`config.mk`:
```
export PLATFORM = sky130hd
export DESIGN_NAME = fifo_loop_ctrl
export DESIGN_NICKNAME = d
export VERILOG_FILES = /design/src/rtl/fifo_loop_pkg.sv /design/src/rtl/fifo_loop_gate.sv /design/src/rtl/fifo_loop_hold.sv /design/src/rtl/fifo_loop_mirror.sv /design/src/rtl/fifo_loop_ctrl.sv
export SDC_FILE = /design/constraint.sdc
export NUM_CORES = 1
export LEC_CHECK = 0
export ABC_AREA = 1
export BUFFER_PORTS_ARGS = -buffer_cell sky130_fd_sc_hd__buf_2
export CAP_MARGIN = 20
export CORE_MARGIN = 2
export CORE_UTILIZATION = 50
export CTS_BUF_LIST = sky130_fd_sc_hd__clkbuf_4
export CTS_CLUSTER_SIZE = 24
export DETAILED_ROUTE_END_ITERATION = 16
export PLACE_DENSITY = 0.85
export REMOVE_ABC_BUFFERS = 1
export SYNTH_ARGS = -nofsm -noshare
export SYNTH_HDL_FRONTEND = slang
export SYNTH_SLANG_ARGS = --single-unit
```
`constraint.sdc`:
```
create_clock -name clk -period 1.65 [get_ports clk]
set_input_delay 0.33 -clock clk [delete_from_list [all_inputs] [get_ports clk]]
set_output_delay 0.33 -clock clk [all_outputs]
set_load 0.05 [all_outputs]
```
`src/rtl/fifo_loop_pkg.sv`:
```
package fifo_loop_pkg;

  // Pop the source when it has data and the word has somewhere to go.
  function automatic logic want_pop(input logic loop_on, input logic empty,
                                    input logic full, input logic rd_mode);
    return loop_on & ~empty & (~full | rd_mode);
  endfunction

  // Push the destination when it has room and a fresh or held word exists.
  function automatic logic want_push(input logic loop_on, input logic empty,
                                     input logic full, input logic held);
    return loop_on & ~full & (~empty | held);
  endfunction

endpackage

```
`src/rtl/fifo_loop_gate.sv`:
```
module fifo_loop_gate
  import fifo_loop_pkg::*;
(
  input  logic loop_en,
  input  logic port_rd_mode,
  input  logic src_empty,
  input  logic dst_full,
  input  logic held_valid,
  output logic pop,
  output logic push,
  output logic push_held
);

  always_comb begin
    pop       = want_pop(loop_en, src_empty, dst_full, port_rd_mode);
    push      = want_push(loop_en, src_empty, dst_full, held_valid);
    push_held = push & src_empty;
  end

endmodule

```
`src/rtl/fifo_loop_hold.sv`:
```
module fifo_loop_hold #(
  parameter int WORD_W = 36
) (
  input  logic              clk,
  input  logic              rst_n,
  input  logic              pop,
  input  logic [WORD_W-1:0] word_in,
  output logic              held_valid,
  output logic [WORD_W-1:0] held_word
);

  always_ff @(posedge clk) begin
    if (!rst_n) begin
      held_valid <= 1'b0;
      held_word  <= '0;
    end else if (pop) begin
      held_valid <= 1'b1;
      held_word  <= word_in;
    end
  end

  // Each pop leaves exactly the popped word behind.
  assert_capture_latest_R9: assert property (@(posedge clk) disable iff (!rst_n)
    pop |=> (held_valid && held_word == $past(word_in)));

endmodule

```
`src/rtl/fifo_loop_mirror.sv`:
```
module fifo_loop_mirror #(
  parameter int WORD_W = 36
) (
  input  logic              pop,
  input  logic              port_rd_mode,
  input  logic [WORD_W-1:0] word_in,
  output logic              oe,
  output logic [WORD_W-1:0] dout
);

  always_comb begin
    oe   = pop & port_rd_mode;
    dout = oe ? word_in : '0;
  end

endmodule

```
`src/rtl/fifo_loop_ctrl.sv`:
```
module fifo_loop_ctrl #(
  parameter int WORD_W = 36
) (
  input  logic              clk,
  input  logic              rst_n,
  input  logic              loop_en,
  input  logic              port_rd_mode,
  input  logic              src_empty,
  input  logic [WORD_W-1:0] src_data,
  input  logic              dst_full,
  output logic              src_rd_en,
  output logic              dst_wr_en,
  output logic [WORD_W-1:0] dst_wr_data,
  output logic              port_oe,
  output logic [WORD_W-1:0] port_dout
);

  logic              held_valid;
  logic [WORD_W-1:0] held_word;
  logic              pop_evt;
  logic              push_evt;
  logic              repeat_evt;

  fifo_loop_gate u_gate (
    .loop_en      (loop_en),
    .port_rd_mode (port_rd_mode),
    .src_empty    (src_empty),
    .dst_full     (dst_full),
    .held_valid   (held_valid),
    .pop          (pop_evt),
    .push         (push_evt),
    .push_held    (repeat_evt)
  );

  fifo_loop_hold #(.WORD_W(WORD_W)) u_hold (
    .clk        (clk),
    .rst_n      (rst_n),
    .pop        (pop_evt),
    .word_in    (src_data),
    .held_valid (held_valid),
    .held_word  (held_word)
  );

  fifo_loop_mirror #(.WORD_W(WORD_W)) u_mirror (
    .pop          (pop_evt),
    .port_rd_mode (port_rd_mode),
    .word_in      (src_data),
    .oe           (port_oe),
    .dout         (port_dout)
  );

  assign src_rd_en   = pop_evt;
  assign dst_wr_en   = push_evt;
  assign dst_wr_data = repeat_evt ? held_word : src_data;

  assert_idle_when_off_R2: assert property (@(posedge clk) disable iff (!rst_n)
    !loop_en |-> (!src_rd_en && !dst_wr_en && !port_oe));

  assert_no_push_into_full_R6: assert property (@(posedge clk) disable iff (!rst_n)
    dst_full |-> !dst_wr_en);

  assert_port_quiet_write_mode_R4: assert property (@(posedge clk) disable iff (!rst_n)
    !port_rd_mode |-> !port_oe);

  assert_port_only_on_pop_R5: assert property (@(posedge clk) disable iff (!rst_n)
    port_oe |-> (src_rd_en && port_dout == src_data));

  assert_repeat_last_word_R8: assert property (@(posedge clk) disable iff (!rst_n)
    src_rd_en |=> ((src_empty && dst_wr_en) -> (dst_wr_data == $past(src_data))));

endmodule

```
==> results.txt, run 1 <==
* Result of the run: finished with violations
- The final reports fail on negative setup slack.
- RSZ-0062 raised after global routing: yes
* Clock network latency to the later pin of the worst-skew pair: 0.33 ns
- Clk Tree Root Cell: sky130_fd_sc_hd__clkbuf_4
- Die width: around 74 um
* Clock Path Buffers: 2
- Post-CTS setup buffer count: 0
- Worst-case headroom to the max-slew limit: between 70% and 80%
* Worst Path Class, Setup: in -> out
* Number of remaining DRC errors: 0
- Xor and xnor fraction of the mapped netlist area: 0%
* Final estimated routing congestion in global placement: about 0.77
* Hold-fix buffers at CTS: 0
- The count of buffers added on input and output ports is 116.
* Number of vias after detailed routing: 3,120
* Max Freq: 599 MHz
* Type of destination of the critical path: output pin
- Antenna cells: 0
* Proportion of synthesized area in mux cells: 0%
- At the worst endpoint, the required time is approximately 1.3 ns.
- Simple-gate share of the synthesized area: 46.0%
- In this run the worst path has a maximum fanout of 19.
* Average wire length per cell after detail routing: ~14 um
- For this run, the detailed router's first-pass iteration total came to 5.
- Synthesis handed over a netlist of 411 instances.
- Area fraction in compound gates after synthesis: 7.98%
- Clock sink count: 37
* Dominant combinational cell family by area after synthesis: simple AND/OR/NAND/NOR gates
* CTS HTree Levels: 2
- Number of buffers created by CTS: 5
- The tightest min-delay check is of the in -> reg type.
* Number of synthesized register bits: 37
- Fill cells in the final layout number roughly 360.
- Total Negative Setup Slacks: -0.0521 ns
- In the layout the commonest cells are sky130_fd_sc_hd__nand2_1 (107), sky130_fd_sc_hd__buf_6 (58), sky130_fd_sc_hd__nor2_1 (51).
- Post-route clock period utilization: 101%
- Cells with a size suffix above 1 make up 33.3% of the layout.
- Number of distinct standard cells referenced by the synthesized netlist: 17
* Power density over the cells: 653 nW/um2
- Launching element type of the critical path: input port
- Number of global-route vias before repair: around 2,500
- Row generation in the floorplan step produced 25 rows.
- Final number of hold-violating endpoints: 0
* Die area: 5470 um2
- Number of pins exceeding their max-slew limit in the final report: 0
- The die is around 74 um tall.
* TritonCTS clock tree: done
- The final layout contains 561 nets.
- The first global-routing pass estimated about 11,000 um of wire.
- The average instance in the mapped netlist occupies about 6.0 um2.
- CP Data Arrival Time: between 1 and 1.5 ns
* Measured slew at the worst slew-check pin: 0.391 ns
* I/O pin count: 117
- Clock slew at the register clock pins of the worst setup and hold paths: about 0.1 ns
- The area growth from synthesis to layout is 49.0%.
- After global routing the overflow that remains totals 0.
* Post-DP HPWL: approximately 4600 um
* Placed insts: 576
- Core Footprint: 4720 um2
- In the routed layout, each cell is associated on average with a via count of 5.32.
* Antenna violations before repair: 0
- Once detail routing completed, the nets flagged for antenna violations numbered 0.
- Summed over all cells, the static leakage comes to 1.96 nW.
- After the flow finishes, the layout carries non-filler instances totaling 586.
* Adder and majority gate portion of the synthesized area: 0%
* Final WL: 8080 um
- All-Layer GR Usage: 24.7%
- The library cell used most frequently in the layout, excluding fill and tap cells, is sky130_fd_sc_hd__nand2_1.
* Largest clock skew in the final design: 0 ns
- Peak supply drop: 0.473 mV
- Clock period minus worst slack: about 1.7 ns
* Minimum setup slack in the final design: -0.0185 ns
- Sequential cells were found to cover 30.3% of the synthesized design area.
- Netlist area before placement: between 2000 and 2500 um2
- The first routing iteration left about 170 violations.
- Final count of negative-setup-slack endpoints: 8
* Synth Warn #: 0
- Max-capacitance violation count: 0
- Once the floorplan was initialized, standard cells occupied 51.8% of the core.
- Pin count of the biggest net entering global routing: 41
per-stage QoR:
stage	worst slack [ns]	total power, mW	instance area, um2	hold WS [ns]	util, %
global placement	-0.00885	1.78	3070	0.459	65.0
detailed placement	-0.0238	1.80	3070	0.468	65.0
floorplan	-1.22	1.53	2210	0.451	-
CTS	0.000379	2.28	3270	0.330	69.2
global route	-0.0767	2.49	3650	0.361	77.2
finish	-0.0185	2.38	3650	0.349	77.2
cell families (layout without fill, tap and decap cells):
family | after synthesis | in the layout
compound gates | 38 | 38
simple gates | 258 | 258
flops | 37 | 37
buf+inv | 78 | 186
registers in the layout (all words and copies together), names as in the netlist:
register           flops
u_hold.held_word      36
u_hold.held_valid      1
cell type report:
class | instances | area [um2] | area share (%)
Clock buffer | 6 | 45.0 | 1.23
Clock inverter | 1 | 3.75 | 0.103
Inverter | 41 | 154 | 4.22
Multi-Input combinational cell | 296 | 1400 | 38.3
Sequential cell | 37 | 744 | 20.4
Tap cell | 67 | 83.8 | 2.30
Timing Repair Buffer | 138 | 1220 | 33.5
synth_stat cells, drive strengths merged:
cell	number	area share, %
buf	35	9.2
clkbuf	2	0.31
a21oi	36	7.4
inv	41	6.3
dfxtp	37	30
nand2	111	17
nand3	37	7.8
nand4	36	9.2
nor2	74	12
a21boi	2	0.61
worst max-delay path, cell delays in order:
cell and delay [ns]:
sky130_fd_sc_hd__buf_2 0.08, sky130_fd_sc_hd__inv_1 0.06, sky130_fd_sc_hd__buf_4 0.15, sky130_fd_sc_hd__nor2_4 0.10, sky130_fd_sc_hd__nand2_4 0.08, sky130_fd_sc_hd__buf_12 0.17, sky130_fd_sc_hd__nor2_1 0.14, sky130_fd_sc_hd__buf_4 0.22
report_power, final:
group          internal, mW  switching (mW)
sequential            0.951          0.0325
clock                 0.171           0.283
combinational         0.317           0.626
final timing paths:
check,from,end,slack (ns),depth (start not counted)
max,loop_en,port_dout[12],-0.02,8
min,src_data[18],u_hold.held_word[18]$_SDFFE_PN0P_,0.35,5
max reg2reg,u_hold.held_valid$_SDFFE_PN0P_,u_hold.held_valid$_SDFFE_PN0P_,0.92,2
min reg2reg,u_hold.held_word[21]$_SDFFE_PN0P_,u_hold.held_word[21]$_SDFFE_PN0P_,0.49,2
routing by layer:
metal  vias to the layer above  global-route usage, %  wire, um
met5                         -                      0         0
met4                         0                   7.88       168
met3                        21                   3.25       554
met2                       162                   42.3      4090
met1                      1410                   32.3      3260
li1                       1527                      -         -
repair_timing:
action,CTS,global route
gates cloned,1,2
endpoints found under the setup margin,37,74
resized for setup,50,145
pin swaps,0,0
(Power assumes the default switching activity.)
==> run 2, diff against run 1 <==
Settings changed: ABC_AREA 1 to unset, CAP_MARGIN 20 to 0, PLACE_DENSITY 0.85 to 0.88.
==> run 2 against run 1 <==
Non-clock buffer count fell by 9. Via count fell by 30%. Combinational power is 10% lower. The run still ends with negative setup slack left. Fmax fell by 14%. Register-to-register slack improved by 0.06 ns. Flip-flop and latch count did not move. Global-route usage shrank 0.97 points. Sequential power is 2.5% lower.
==> results.txt, run 2 <==
- Number of remaining DRC errors: 0
- Yosys instantiated no cell more often than sky130_fd_sc_hd__nand2_1.
- Cell at the slowest stage of the critical path: sky130_fd_sc_hd__dfxtp_4
- The final layout contains routed wiring with a total length of between 7000 and 8000 um.
* Number of buffer and inverter stages on the critical path: 2
* Antenna violations before repair: 0
- Dividing the detail-routed via count by the number of cells gives 5.30.
- 0 antenna diodes ended up in the layout.
- The library cells used most frequently in the layout, excluding fill and tap cells, are sky130_fd_sc_hd__nand2_1 (72), sky130_fd_sc_hd__buf_6 (58), sky130_fd_sc_hd__buf_2 (40).
* Max reg flops: 36
- I/O Buffers: 116
- Synth Warn #: 0
- u_hold.held_word holds more flip-flops than any other register.
* CTS HTree Levels: 2
- The die covers just under 5000 um2.
* Cell type with the highest aggregate area in the netlist: sky130_fd_sc_hd__dfxtp_1
- In this run the cell area of the synthesized design comes to approximately 2200 um2.
- Counting every instance in the synthesized netlist gives 243.
- The first global-routing pass estimated 9460 um of wire.
- A synthesized cell averages 9.02 um2.
* Number of global-route vias before repair: 2,034
- Cells fill 84.6% of the core in the end.
- CTS saw 37 sinks.
- Count of nets after finishing: 402
* Clock Path Buffers: 2
- Fillcell total: 240
* Pin count of the biggest net entering global routing: between 70 and 80
* Number of pins exceeding their max-slew limit in the final report: 0
- Post-Route Hold Slack: roughly 0.26 ns
- Setup slack on the critical path of the routed design comes to -0.296 ns.
* Number of buffers created by CTS: 5
- Chip Height: 70.2 um
- Row generation in the floorplan step produced 24 rows.
- All-Layer GR Usage: between 20% and 30%
* Final estimated routing congestion in global placement: 0.711
- The die is 70.2 um wide.
- The core region is 4290 um2.
* Sequential Area: ~740 um2
- Post-synth top cells: sky130_fd_sc_hd__nand2_1 (72), sky130_fd_sc_hd__dfxtp_1 (37), sky130_fd_sc_hd__and2_1 (36), sky130_fd_sc_hd__mux2i_1 (36), sky130_fd_sc_hd__mux2_1 (30)
- Buffers added to address setup during post-CTS repair amount to 0.
* P&R area growth vs syn: 65.6%
- Cell leakage power: 1.69 nW
* Drt first pass iters: 4
- Setup violations remaining at the end of the flow were counted as 37.
- In this run, post-CTS hold repair placed 0 buffers.
- Clock network latency to the later pin of the worst-skew pair: 0.33 ns
- Worst Path Class, Setup: reg -> out
* Clk Tree Root Cell: sky130_fd_sc_hd__clkbuf_4
- In this run the power density over the cells is 629 nW/um2.
- For this run the aggregate overflow at the end of global routing stands at 0.
- Summed over its instances, the top area cell type makes up 33.8% of the synthesized netlist area.
- TritonCTS clock tree: done
- Worst-case headroom to the max-slew limit: 78.6%
* Clock slew at the register clock pins of the worst setup and hold paths: 0.11 ns
* Average wire length per cell after detail routing: approximately 18 um
* Maximum fanout count along the critical path: 18
- The final reports fail on negative setup slack.
- CP startpoint: u_hold.held_valid$_SDFFE_PN0P_
- Peak supply drop: 0.432 mV
- Critical Path Max Stage Delay: 0.38 ns
- Cells traversed along the worst timing path: nand4b_4 -> clkbuf_16 -> mux2_1 -> buf_6
- RSZ-0062 raised after global routing: yes
- At the pin with the least slew margin, the transition time is 0.321 ns.
- The run finished, with violations left.
* I/O pin count: about 120
- The multi-input combinational cells in the finished layout cover a total of 1450 um2.
- The tool flagged a number of max-cap violations equal to 0.
* Launch point of the worst reg-to-reg path: u_hold.held_word[2]$_SDFFE_PN0P_
- Cells with a size suffix above 1 make up a little over half of the layout.
- The worst setup path is captured at an output pin.
- Async set-reset flop share out of synthesis: 0%
* Primary flip-flop cell chosen by synthesis mapping: sky130_fd_sc_hd__dfxtp_1
- Post-place setup slack: -0.0794 ns
- The total count of hold-check failures in the final report came to 0.
* Top Registers: u_hold.held_word (36), u_hold.held_valid (1)
* Number of synthesized register bits: 37
- Number of vias after detailed routing: 2,188
- Dividing the final minimum period by the clock period gives 118%.
* Post-DP HPWL: 3730 um
- Number of enable-type register cells in the synthesized netlist: 0
- Initial standard-cell utilization of the core: 51.0%
* DRT antenna net count: 0
* Most area-consuming cells after synthesis: sky130_fd_sc_hd__dfxtp_1 (34%), sky130_fd_sc_hd__mux2i_1 (16%), sky130_fd_sc_hd__mux2_1 (15%), sky130_fd_sc_hd__nand2_1 (12%), sky130_fd_sc_hd__and2_1 (10%)
- Worst Hold Class: in -> reg
- Part of the Yosys area used for sequential elements: 33.8%
* Max Freq: 514 MHz
- Startpoint of the most critical hold path: src_data[25]
- Data required time at the worst endpoint: 1.32 ns
* Worst path top cell family by delay: buffers and inverters
* Clock period minus worst slack: between 1.5 and 2 ns
- Data on the critical path arrives at its endpoint at approximately 1.6 ns.
- STA classifies the critical path startpoint as a register.
* Number of DRC violations after detailed-routing iteration 0: between 70 and 80
* Most common cell after layout, fill and taps aside: sky130_fd_sc_hd__nand2_1
- Largest clock skew in the final design: 0 ns
- Number of distinct standard cells referenced by the synthesized netlist: 16
## run 2: cell types whose count changed in the layout (fill, tap and decap cells not counted), sizes merged, moves of 37 or more
cell | before | now
inv | 41 | 0
nand2 | 111 | 72
nand3 | 37 | 0
nor2 | 74 | 0
## run 2: tightest hold or removal path: stages
cell and delay, ns:
sky130_fd_sc_hd__buf_2 0.11, sky130_fd_sc_hd__nand2_1 0.05, sky130_fd_sc_hd__mux2i_1 0.06
## run 2: final cells by class
class	count	area share, %
Sequential cell	37	20.5
Multi-Input combinational cell	187	40.0
Timing Repair Buffer	129	36.2
Tap cell	52	1.79
Clock buffer	6	1.24
Clock inverter	2	0.276
## run 2: repair_timing
item | 4_1_cts | 5_1_grt
pin swaps | 0 | 18
resized for setup | 106 | 123
endpoints found under the setup margin | 72 | 71
gates cloned | 0 | 5
## run 2: logic make-up after synthesis
family / Yosys count / share of synthesized area [%]
AO/OA/AOI/OAI: 1 / 0.343
buffers and inverters: 19 / 5.37
flip-flops: 37 / 33.8
multiplexers: 72 / 34.9
AND/OR/NAND/NOR: 114 / 25.6
## run 2: layer usage
metal | GRT usage, % | wire, um | share of wire, %
met5 | 0 | 0 | 0
met4 | 7.69 | 294 | 4.0
met3 | 5.05 | 354 | 4.8
met2 | 45.4 | 4010 | 55
met1 | 25.6 | 2670 | 36
## run 2: metrics by stage
| stage | area (um2) | power, mW | TNS, ns | instances |
|---|---|---|---|---|
| finish | 3630 | 2.28 | -9.00 | 413 |
| global route | 3630 | 2.38 | -11.08 | 413 |
| CTS | 3170 | 2.17 | -9.31 | 408 |
| detailed placement | 2810 | 1.62 | -3.01 | 400 |
| global placement | 2810 | 1.61 | -1.60 | 400 |
| floorplan | 2070 | 1.42 | -90.68 | 224 |
## run 2: final timing paths
path / end / slack, ns / depth (start not counted)
worst min register to register: u_hold.held_word[6]$_SDFFE_PN0P_ / 0.46 / 2
worst max register to register: u_hold.held_word[2]$_SDFFE_PN0P_ / 0.98 / 2
worst max-delay path: dst_wr_data[18] / -0.30 / 4
worst min-delay path: u_hold.held_word[25]$_SDFFE_PN0P_ / 0.26 / 3
## run 2: report_power, final
group          switching [mW]  internal (mW)
logic                   0.506          0.342
registers              0.0232          0.935
clock network           0.297          0.179
total                   0.826           1.46
